===== src/rtl/ssc_pkg.sv =====
// Shared types for the synchronous serial shifter.
// Assumes: all mode bits are static while a character is in flight.
package ssc_pkg;

    typedef struct packed {
        logic master;
        logic cpol;
        logic cpha;
        logic msb_first;
        logic loopback;
    } ssc_mode_t;

endpackage


===== src/rtl/ssc_clkgen.sv =====
// Master shift-clock generator: it toggles sclk every reload+1 cycles and
// produces n_edges edges per character. It flags each edge as leading (away
// from the idle level) or trailing (back to the idle level) in the cycle
// before the line changes.
// Assumes: start is asserted only while not running.
module ssc_clkgen #(
    parameter int DIV_W  = 16,
    parameter int EDGE_W = 6
) (
    input  logic              clk,
    input  logic              rst_n,
    input  logic              cpol,
    input  logic [DIV_W-1:0]  reload,
    input  logic              start,
    input  logic [EDGE_W-1:0] n_edges,
    output logic              sclk,
    output logic              running,
    output logic              lead,
    output logic              trail
);
    logic [DIV_W-1:0]  cnt;
    logic [EDGE_W-1:0] left;
    logic              fire;

    // Edge strobes, decoded from the divider state.
    always_comb begin
        fire  = running && (cnt == '0);
        lead  = fire && (sclk == cpol);
        trail = fire && (sclk != cpol);
    end

    // Divider, edge budget and clock line.
    always_ff @(posedge clk) begin
        if (!rst_n) begin
            sclk    <= 1'b0;
            running <= 1'b0;
            cnt     <= '0;
            left    <= '0;
        end else if (!running) begin
            sclk <= cpol;
            if (start) begin
                running <= 1'b1;
                cnt     <= reload;
                left    <= n_edges;
            end
        end else if (cnt == '0) begin
            cnt  <= reload;
            sclk <= ~sclk;
            left <= left - 1'b1;
            if (left == EDGE_W'(1)) running <= 1'b0;
        end else begin
            cnt <= cnt - 1'b1;
        end
    end
endmodule


===== src/rtl/ssc_sclk_sync.sv =====
// Synchronizer for an external shift clock. It presents the newest settled
// level and the level one cycle older, so the caller can detect edges.
// Assumes: the external clock half period is longer than STAGES+1 cycles.
module ssc_sclk_sync #(
    parameter int STAGES = 2
) (
    input  logic clk,
    input  logic rst_n,
    input  logic pin_in,
    output logic level_now,
    output logic level_prev
);
    logic [STAGES:0] chain;

    // Shift chain: STAGES metastability flops plus one history flop.
    always_ff @(posedge clk) begin
        if (!rst_n) chain <= '0;
        else        chain <= {chain[STAGES-1:0], pin_in};
    end

    assign level_now  = chain[STAGES-1];
    assign level_prev = chain[STAGES];
endmodule


===== src/rtl/ssc_engine.sv =====
// Character engine: holds the transmit and receive buffers, selects bits by
// index (so no barrel shift is needed for either bit order), launches and
// captures on the edge strobes, and raises the interrupt and error pulses.
// Assumes: lead and trail come from one clock source and never together.
module ssc_engine
    import ssc_pkg::*;
#(
    parameter int WMAX  = 16,
    parameter int CNT_W = $clog2(WMAX + 1),
    parameter int IDX_W = $clog2(WMAX)
) (
    input  logic             clk,
    input  logic             rst_n,
    input  ssc_mode_t        mode,
    input  logic [CNT_W-1:0] n_bits,
    input  logic             clk_running,
    input  logic             lead,
    input  logic             trail,
    input  logic             tx_wr,
    input  logic [WMAX-1:0]  tx_data,
    input  logic             rx_rd,
    input  logic             ser_in,
    output logic             ser_out,
    output logic             start_m,
    output logic             active,
    output logic             tx_full,
    output logic             rx_full,
    output logic [WMAX-1:0]  rx_buf,
    output logic             irq_tx,
    output logic             irq_rx,
    output logic             err_ovr,
    output logic             err_und
);
    logic [WMAX-1:0]  tx_buf, txw, rxw, next_word, cur_word, rxw_cur, rx_new;
    logic [CNT_W-1:0] k_tx, k_rx, cur_k_tx, cur_k_rx, out_j;
    logic             sdi, starting, eng_on, cap, lau, done;

    // Wire position of serial bit j of an n-bit character.
    function automatic logic [IDX_W-1:0] pos(input logic [CNT_W-1:0] j,
                                             input logic [CNT_W-1:0] n,
                                             input logic msb);
        logic [CNT_W-1:0] t;
        t = msb ? (n - j - 1'b1) : j;
        return t[IDX_W-1:0];
    endfunction

    // Next-state decode for a start, a launch and a capture.
    always_comb begin
        next_word = tx_full ? tx_buf : txw;
        out_j     = (k_tx == '0) ? '0 : k_tx - 1'b1;
        ser_out   = active ? txw[pos(out_j, n_bits, mode.msb_first)]
                           : next_word[pos('0, n_bits, mode.msb_first)];
        sdi       = mode.loopback ? ser_out : ser_in;
        start_m   = mode.master && tx_full && !active && !clk_running;
        starting  = !active && (start_m || (!mode.master && lead));
        eng_on    = active || starting;
        cur_word  = starting ? next_word : txw;
        cur_k_tx  = starting ? (mode.cpha ? '0 : CNT_W'(1)) : k_tx;
        cur_k_rx  = starting ? '0 : k_rx;
        rxw_cur   = starting ? '0 : rxw;
        cap       = eng_on && (mode.cpha ? trail : lead);
        lau       = eng_on && (mode.cpha ? lead : trail) && (cur_k_tx < n_bits);
        rx_new    = rxw_cur;
        rx_new[pos(cur_k_rx, n_bits, mode.msb_first)] = sdi;
        done      = cap && (cur_k_rx == n_bits - 1'b1);
    end

    // Buffers, bit counters and event pulses.
    always_ff @(posedge clk) begin
        if (!rst_n) begin
            tx_buf  <= '0;
            txw     <= '0;
            rxw     <= '0;
            rx_buf  <= '0;
            k_tx    <= '0;
            k_rx    <= '0;
            active  <= 1'b0;
            tx_full <= 1'b0;
            rx_full <= 1'b0;
            irq_tx  <= 1'b0;
            irq_rx  <= 1'b0;
            err_ovr <= 1'b0;
            err_und <= 1'b0;
        end else begin
            irq_tx  <= 1'b0;
            irq_rx  <= 1'b0;
            err_ovr <= 1'b0;
            err_und <= 1'b0;
            if (rx_rd) rx_full <= 1'b0;
            if (starting) begin
                txw <= cur_word;
                if (tx_full) begin
                    tx_full <= 1'b0;
                    irq_tx  <= 1'b1;
                end else begin
                    err_und <= 1'b1;
                end
            end
            if (eng_on) begin
                active <= !done;
                k_tx   <= cur_k_tx + CNT_W'(lau);
                k_rx   <= cap ? cur_k_rx + 1'b1 : cur_k_rx;
                rxw    <= cap ? rx_new : rxw_cur;
            end
            if (done) begin
                rx_buf  <= rx_new;
                rx_full <= 1'b1;
                irq_rx  <= 1'b1;
                if (rx_full && !rx_rd) err_ovr <= 1'b1;
            end
            if (tx_wr) begin
                tx_buf  <= tx_data;
                tx_full <= 1'b1;
            end
        end
    end
endmodule


===== src/rtl/ssc_shifter.sv =====
// Top of the synchronous serial shifter. It takes the edge strobes from the
// internal divider (master) or the synchronized external clock (slave),
// feeds them to the character engine and merges the error pulses.
// Assumes: configuration inputs change only while busy is low.
module ssc_shifter
    import ssc_pkg::*;
#(
    parameter int WMAX        = 16,
    parameter int DIV_W       = 16,
    parameter int SYNC_STAGES = 2,
    parameter int LEN_W       = $clog2(WMAX)
) (
    input  logic             clk,
    input  logic             rst_n,
    input  logic             cfg_master,
    input  logic             cfg_cpol,
    input  logic             cfg_cpha,
    input  logic             cfg_msb_first,
    input  logic             cfg_loopback,
    input  logic [LEN_W-1:0] cfg_len_m1,
    input  logic [DIV_W-1:0] cfg_reload,
    input  logic             tx_wr,
    input  logic [WMAX-1:0]  tx_data,
    output logic             tx_empty,
    input  logic             rx_rd,
    output logic [WMAX-1:0]  rx_data,
    output logic             rx_full,
    output logic             busy,
    output logic             sclk_out,
    input  logic             sclk_in,
    output logic             ser_out,
    input  logic             ser_in,
    output logic             irq_tx,
    output logic             irq_rx,
    output logic             irq_err,
    output logic             err_overrun,
    output logic             err_underrun
);
    localparam int CNT_W  = $clog2(WMAX + 1);
    localparam int EDGE_W = CNT_W + 1;

    ssc_mode_t        mode;
    logic [CNT_W-1:0] n_bits;
    logic             m_lead, m_trail, m_running, start_m;
    logic             s_now, s_prev, s_edge;
    logic             lead, trail, active, tx_full;

    // Mode bundle and effective character length (code 0 maps to 2 bits).
    always_comb begin
        mode   = '{master: cfg_master, cpol: cfg_cpol, cpha: cfg_cpha,
                   msb_first: cfg_msb_first, loopback: cfg_loopback};
        n_bits = (cfg_len_m1 == '0) ? CNT_W'(2) : CNT_W'(cfg_len_m1) + 1'b1;
    end

    ssc_clkgen #(.DIV_W(DIV_W), .EDGE_W(EDGE_W)) u_clkgen (
        .clk     (clk),
        .rst_n   (rst_n),
        .cpol    (cfg_cpol),
        .reload  (cfg_reload),
        .start   (start_m),
        .n_edges ({n_bits, 1'b0}),
        .sclk    (sclk_out),
        .running (m_running),
        .lead    (m_lead),
        .trail   (m_trail)
    );

    ssc_sclk_sync #(.STAGES(SYNC_STAGES)) u_sync (
        .clk        (clk),
        .rst_n      (rst_n),
        .pin_in     (sclk_in),
        .level_now  (s_now),
        .level_prev (s_prev)
    );

    // Edge source select: internal divider or external clock.
    always_comb begin
        s_edge = s_now ^ s_prev;
        lead   = cfg_master ? m_lead  : (s_edge && (s_prev == cfg_cpol));
        trail  = cfg_master ? m_trail : (s_edge && (s_prev != cfg_cpol));
    end

    ssc_engine #(.WMAX(WMAX), .CNT_W(CNT_W)) u_engine (
        .clk         (clk),
        .rst_n       (rst_n),
        .mode        (mode),
        .n_bits      (n_bits),
        .clk_running (m_running),
        .lead        (lead),
        .trail       (trail),
        .tx_wr       (tx_wr),
        .tx_data     (tx_data),
        .rx_rd       (rx_rd),
        .ser_in      (ser_in),
        .ser_out     (ser_out),
        .start_m     (start_m),
        .active      (active),
        .tx_full     (tx_full),
        .rx_full     (rx_full),
        .rx_buf      (rx_data),
        .irq_tx      (irq_tx),
        .irq_rx      (irq_rx),
        .err_ovr     (err_overrun),
        .err_und     (err_underrun)
    );

    assign tx_empty = !tx_full;
    assign busy     = active | m_running;
    assign irq_err  = err_overrun | err_underrun;
endmodule


===== config.mk =====
export PLATFORM = sky130hd
export DESIGN_NAME = ssc_shifter
export DESIGN_NICKNAME = d
export VERILOG_FILES = /design/src/rtl/ssc_pkg.sv /design/src/rtl/ssc_clkgen.sv /design/src/rtl/ssc_sclk_sync.sv /design/src/rtl/ssc_engine.sv /design/src/rtl/ssc_shifter.sv
export SDC_FILE = /design/constraint.sdc
export NUM_CORES = 1
export LEC_CHECK = 0
export ABC_AREA = 1
export BUFFER_PORTS_ARGS = -buffer_cell sky130_fd_sc_hd__buf_2
export CAP_MARGIN = 0
export CORE_UTILIZATION = 50
export CTS_CLUSTER_SIZE = 30
export DETAILED_ROUTE_END_ITERATION = 8
export MAX_ROUTING_LAYER = met4
export PLACE_DENSITY = 0.72
export SYNTH_ARGS = -nofsm -noshare
export SYNTH_HDL_FRONTEND = slang
export SYNTH_SLANG_ARGS = --single-unit

===== constraint.sdc =====
create_clock -name clk -period 6.7 [get_ports clk]
set_input_delay 2.01 -clock clk [delete_from_list [all_inputs] [get_ports clk]]
set_output_delay 2.01 -clock clk [all_outputs]
set_load 0.03 [all_outputs]

==> flow_summary_export.csv, run 1 <==
group,metric,value,unit
outcome,outcome,"finished, final reports clean",
clock_tree,tritoncts,"done",
logic_synthesis,synth_top_family_by_area,"simple AND/OR/NAND/NOR gates",
logic_synthesis,yosys.area_share.simple,0.315,
setup_path,worstSetupStartpointType,"input port",
sta,min_period,6490,ps
finish,final_cell_area,0.00717,sq mm
routing,met2_length,7.12,mm
logic_synthesis,ys_types,43,
die,die_area,0.0132,sq mm
setup_path,rrSetupSlack,2820,ps
routing,wl_per_cell,12.8,um
setup_path,r2r-end,"u_engine.rxw[11]",
routing,wl_met3,874,um
setup_path,endpoint_kind,"output pin",
logic_synthesis,yosysWarnings,0,
sta,finalHoldViolCount,0,
min_path,hp-class,"flop to flop",
sta,setup_viol,0,
job,max_cap_viol_count,0,
logic_synthesis,synthAdderAreaFrac,0.0474,
sta,finalMaxSlewViolations,0,
global_routing,gr-total-overflow,0,
clock_tree,path_clk_slew,70,ps
placed_design,postPlaceCellArea,0.00686,sq mm
clock_tree,clkLatencyLatePin,360,ps
setup_path,cp_top_family,"simple AND/OR/NAND/NOR gates",
sta,slew-limit-headroom,0.519,
logic_synthesis,synth_edf_count,0,
power_and_ir_drop,power_density,227,mW/mm^2
finish,final_cell_mix,"nand2_1 (231), inv_1 (122), dfxtp_1 (108)",
routing,met1_length,7.44,mm
setup_path,slowest_delay,420,ps
die,initial_utilization,0.523,
global_routing,grtUsageTotal,0.261,
clock_tree,clockBufferDepth,2,
min_path,min_to,"u_sync.chain[1]",
finish,antenna-diode-count,0,
routing,route.detailed.drc,0,
die,die_h,115,um
setup_path,path_class,"input port to output pin",
logic_synthesis,synth-compound-area-share,0.168,
logic_synthesis,synth.largest_area_cell,"dfxtp_1",
logic_synthesis,seq_area_frac_synth,0.338,
die,die_width,115,um
logic_synthesis,ys_seq_elements,108,
die,rows,40,
setup_path,r2r-start,"u_engine.active",
routing,dr.pass1.iters,6,
global_routing,antenna_found_initial,0,
clock_tree,htree_levels,3,
logic_synthesis,synth.avg_cell_area,6.45,sq um
sta,rsz0062_at_grt,"no",
logic_synthesis,ys_top_cells_by_area,"dfxtp_1 (34%), nand2_1 (14%), nand3_1 (7.4%), inv_1 (7.3%), o21ai_0 (6.4%)",
clock_tree,clock-sinks,108,
setup_path,reg2reg_depth,18,
routing,routed_wirelength,15.6,mm
finish,finalNetCount,1113,
min_path,min_from,"u_sync.chain[0]",
logic_synthesis,synth-xor-area-share,0.0233,
placed_design,dp_hpwl,11.0,mm
setup_path,path_cells,"buf_2 -> inv_1 -> ha_2 -> nand3_4 -> nand2_2 -> inv_1 -> ha_1 -> fa_1 -> or2_2 -> nand2_4 -> inv_1 -> nand3_1 -> nand3_1 -> nand3_1 -> nand2_1 -> nand2_1 -> nand2_1 -> clkbuf_4",
routing,via_per_inst,5.18,
setup_path,cp.required,4690,ps
sta,skew,7.37,ps
die,coreArea,0.0122,sq mm
die,io-pin-count,73,
placed_design,io_buffers,72,
power_and_ir_drop,p_leak,3.39,nW
routing,drt_iter0_drc,492,
routing,antenna_left,0,
min_path,hold_path_depth,2,
logic_synthesis,synth_top_area_frac,0.338,
clock_tree,cts_root_buf,"clkbuf_16",
sta,fin_tns_setup,0,ps
logic_synthesis,synth_ff_type,"dfxtp_1",
clock_tree,cts_resized,0,
placed_design,gp_congestion,0.876,
logic_synthesis,synthArstFlopShare,0,
setup_path,crit_path_top_delay_cell,"fa_1",
setup_path,crit_arrival,4480,ps
logic_synthesis,syn_inst,990,
clock_tree,cts_setup_buffers,0,
logic_synthesis,synth_nets,1060,
clock_tree,cts_buffers,9,
routing,route.vias.total,6301,
setup_path,critical_path_peak_fanout,6,
finish,drive_above_1_share,0.121,
routing,maxUsedRoutingLayer,"met4",
clock_tree,ctsHoldBuffers,0,
global_routing,grt_pass1_wl,26.7,mm
power_and_ir_drop,ir_worst_vdd,0.198,mV
sta,tightest_slew,721,ps
sta,max_freq,154,MHz
finish,mostFrequentLayoutCell,"nand2_1",
sta,period_share,0.968,
setup_path,crit_buf_inv,5,
global_routing,grt_pass1_vias,5690,
logic_synthesis,yosys-mux-area-fraction,0.00157,
logic_synthesis,syn-cell-area,0.00639,sq mm
finish,area.growth.synth_to_final,12.2,%
setup_path,cp.depth,18,
global_routing,grt_max_degree,59,
==> cells by family (layout without fill, tap and decap cells) <==
| kind of cell | Yosys count | count (layout) |
|---|---|---|
| mux | 1 | 1 |
| buf+inv | 174 | 232 |
| flops | 108 | 108 |
| fa+ha+maj | 23 | 23 |
| xor+xnor | 17 | 17 |
| compound gates | 193 | 193 |
| simple gates | 474 | 474 |
==> metal layers <==
layer  up-vias  global-route usage
li1       3318                   -
met4         0              0.0684
met1      2819               0.333
met3        15              0.0590
met2       149               0.414
met5         -                   -
==> state kept, by name (all words and copies together) (netlist names), 3 cells and up <==
signal           count
u_sync.chain         3
u_clkgen.left        6
u_engine.rxw        16
u_engine.rx_buf     16
u_engine.tx_buf     16
u_engine.txw        16
u_engine.k_rx        5
u_clkgen.cnt        16
u_engine.k_tx        5
==> final cells by class <==
cell class	instances	area (sq um)
Clock buffer	10	229
Clock inverter	6	63.8
Fill cell	1256	5040
Inverter	134	503
Multi-Input combinational cell	708	3560
Sequential cell	108	2160
Tap cell	168	210
Timing Repair Buffer	82	438
==> power by group <==
group | switching [mW] | total [mW] | internal (mW)
sequential | 0.0230 | 0.702 | 0.679
combinational | 0.259 | 0.388 | 0.129
clock | 0.248 | 0.539 | 0.290
total | 0.530 | 1.63 | 1.10
==> per-stage QoR <==
step                total power, mW  worst slack (ps)  hold slack (ps)  instances   util
floorplan                      1.00               422              390        990      -
global placement               1.09               178              396       1200  0.561
detailed placement             1.10               103              404       1200  0.561
CTS                            1.64               106              427       1216  0.585
global route                   1.73              4.33              467       1216  0.587
finish                         1.63               215              430       1216  0.587
==> Yosys cell counts (all sizes together) (2+ instances only) <==
cell	count
nand4	8
nor3b	2
o211ai	6
o21ai	90
nand3	96
nand2	237
nor2	104
xnor2	6
fa	2
xor2	11
o221ai	3
a211oi	8
nor3	13
inv	130
buf	14
clkinv	4
nand3b	2
nor4	2
or2	10
clkbuf	26
a21oi	68
a31oi	8
ha	21
dfxtp	108
o31ai	4
==> worst max-delay path by stage <==
| stage | from | endpoint | slack [ps] |
|---|---|---|---|
| after floorplan | cfg_len_m1[0] | ser_out | 420 |
| after global placement | cfg_len_m1[0] | ser_out | 180 |
| after detailed placement | cfg_len_m1[0] | ser_out | 100 |
| after CTS | cfg_len_m1[0] | ser_out | 110 |
| after global routing | cfg_len_m1[0] | ser_out | 4 |
| final | cfg_len_m1[1] | ser_out | 210 |
==> worst reg2reg max path: stages (launching register included) <==
cell     delay, ps
dfxtp_1        490
inv_2          160
nand3_1        120
nor2_1          60
nor2_2         170
inv_2           70
nand2_4        430
nand2_1        360
ha_1           380
a21o_1         160
a21oi_1        160
o21ai_0        140
xnor2_1        330
nand2_1        220
nor2_1         160
or2_1          140
nand3_1         80
nand2_1         80
nor2_1          30
Power figures use the tool's default switching activity.
==> run 2, diff against run 1 <==
--- a/config.mk
+++ b/config.mk
@@ -13,6 +13,8 @@
 export DETAILED_ROUTE_END_ITERATION = 8
 export MAX_ROUTING_LAYER = met4
 export PLACE_DENSITY = 0.72
+export REMOVE_ABC_BUFFERS = 1
+export SKIP_CTS_REPAIR_TIMING = 1
 export SYNTH_ARGS = -nofsm -noshare
 export SYNTH_HDL_FRONTEND = slang
 export SYNTH_SLANG_ARGS = --single-unit
==> flow_summary_export.csv, run 2 (synthesized netlist as in run 1, its figures left out) <==
group,metric,value,unit
outcome,outcome,"finished, final reports clean",
routing,via_per_inst,5.16,
die,initial_utilization,0.523,
routing,routed_wirelength,15.1,mm
sta,min_period,6490,ps
die,die_area,0.0132,sq mm
finish,fin_cells,1215,
placed_design,io_buffers,72,
job,max_cap_viol_count,0,
routing,dr.pass1.iters,5,
routing,drt_iter0_drc,407,
setup_path,path_class,"input port to output pin",
power_and_ir_drop,power_switching,0.516,mW
sta,tightest_slew,859,ps
global_routing,antenna_found_initial,0,
placed_design,dp.cells,1199,
finish,mostFrequentLayoutCell,"nand2_1",
die,die_h,115,um
power_and_ir_drop,p_leak,3.38,nW
setup_path,crit_arrival,4480,ps
power_and_ir_drop,p_clk_frac,0.314,
clock_tree,clock-sinks,108,
die,die_width,115,um
setup_path,cp.required,4690,ps
finish,antenna-diode-count,0,
routing,wl_per_cell,12.5,um
setup_path,critical_path_peak_fanout,6,
placed_design,dp_hpwl,10.5,mm
sta,max_freq,154,MHz
clock_tree,tritoncts,"done",
clock_tree,htree_levels,3,
setup_path,worstSetupStartpointType,"input port",
global_routing,gr-total-overflow,0,
clock_tree,clkLatencyLatePin,360,ps
die,rows,40,
sta,slew-limit-headroom,0.426,
setup_path,endpoint_kind,"output pin",
sta,whs,419,ps
clock_tree,clockBufferDepth,2,
die,coreArea,0.0122,sq mm
finish,area.growth.synth_to_final,11.7,%
finish,final_cell_mix,"nand2_1 (230), inv_1 (123), dfxtp_1 (108)",
clock_tree,cts_root_buf,"clkbuf_16",
sta,setup_viol,0,
clock_tree,cts_buffers,9,
sta,skew,8.39,ps
sta,period_share,0.969,
global_routing,grt_pass1_vias,5520,
routing,route.detailed.drc,0,
global_routing,grt_pass1_wl,25.5,mm
die,io-pin-count,73,
routing,route.vias.total,6268,
power_and_ir_drop,power_density,222,mW/mm^2
routing,antenna_left,0,
global_routing,grtUsageTotal,0.249,
placed_design,gp_congestion,0.892,
min_path,hp-class,"flop to flop",
sta,finalHoldViolCount,0,
power_and_ir_drop,ir_worst_vdd,0.126,mV
clock_tree,path_clk_slew,70,ps
power_and_ir_drop,pwr-share-comb,0.241,
power_and_ir_drop,power.internal,1.07,mW
power_and_ir_drop,pwr-share-seq,0.445,
global_routing,grt_max_degree,59,
sta,finalMaxSlewViolations,0,
finish,fin_util,0.584,
power_and_ir_drop,netSwitchingFraction,0.326,
finish,finalNetCount,1112,
finish,drive_above_1_share,0.118,
[run 2: worst paths after layout]
kind	cells past startpoint	slack, ps	endpoint	from
setup / recovery	18	210	ser_out	cfg_len_m1[0]
hold / removal	2	420	u_sync.chain[1]	u_sync.chain[0]
setup reg to reg	17	2690	u_engine.rxw[13]	u_engine.tx_full
hold reg to reg	2	420	u_sync.chain[1]	u_sync.chain[0]
[run 2: layout make-up]
| type | instances | area, sq um |
|---|---|---|
| Inverter | 134 | 503 |
| Clock buffer | 14 | 254 |
| Clock inverter | 2 | 10.0 |
| Fill cell | 1296 | 5070 |
| Multi-Input combinational cell | 708 | 3570 |
| Tap cell | 168 | 210 |
| Timing Repair Buffer | 81 | 428 |
| Sequential cell | 108 | 2160 |
[run 2: metrics by stage]
step	total power [mW]	setup slack, ps	setup TNS, ps	area, sq um
detailed placement	1.10	115	0	6850
finish	1.58	207	0	7140
global placement	1.09	168	0	6850
CTS	1.59	110	0	7110
global route	1.68	-6.06	-6.06	7140
floorplan	0.987	422	0	6210
[run 2: per-layer routing]
metal	track usage	wire length, um
met5	-	0
met4	0.0996	313
met3	0.0374	641
met2	0.373	6480
met1	0.336	7710
[run 2: power groups by stage]
stage	registers (mW)	logic [mW]	clock network [mW]
finish	0.705	0.382	0.497
global route	0.710	0.440	0.531
CTS	0.705	0.379	0.506
detailed placement	0.719	0.376	0
global placement	0.719	0.372	0
floorplan	0.717	0.271	0
[run 2: worst max-delay path: stages]
cell     delay (ps)
buf_2           120
inv_1           110
ha_2            210
nand3_4         100
nand2_2          80
inv_1            50
ha_1            210
fa_1            430
or2_2           310
nand2_2         110
inv_1            90
nand3_1          90
nand3_1          60
nand3_1          90
nand2_1          70
nand2_2          80
nand2_1          70
buf_2           180
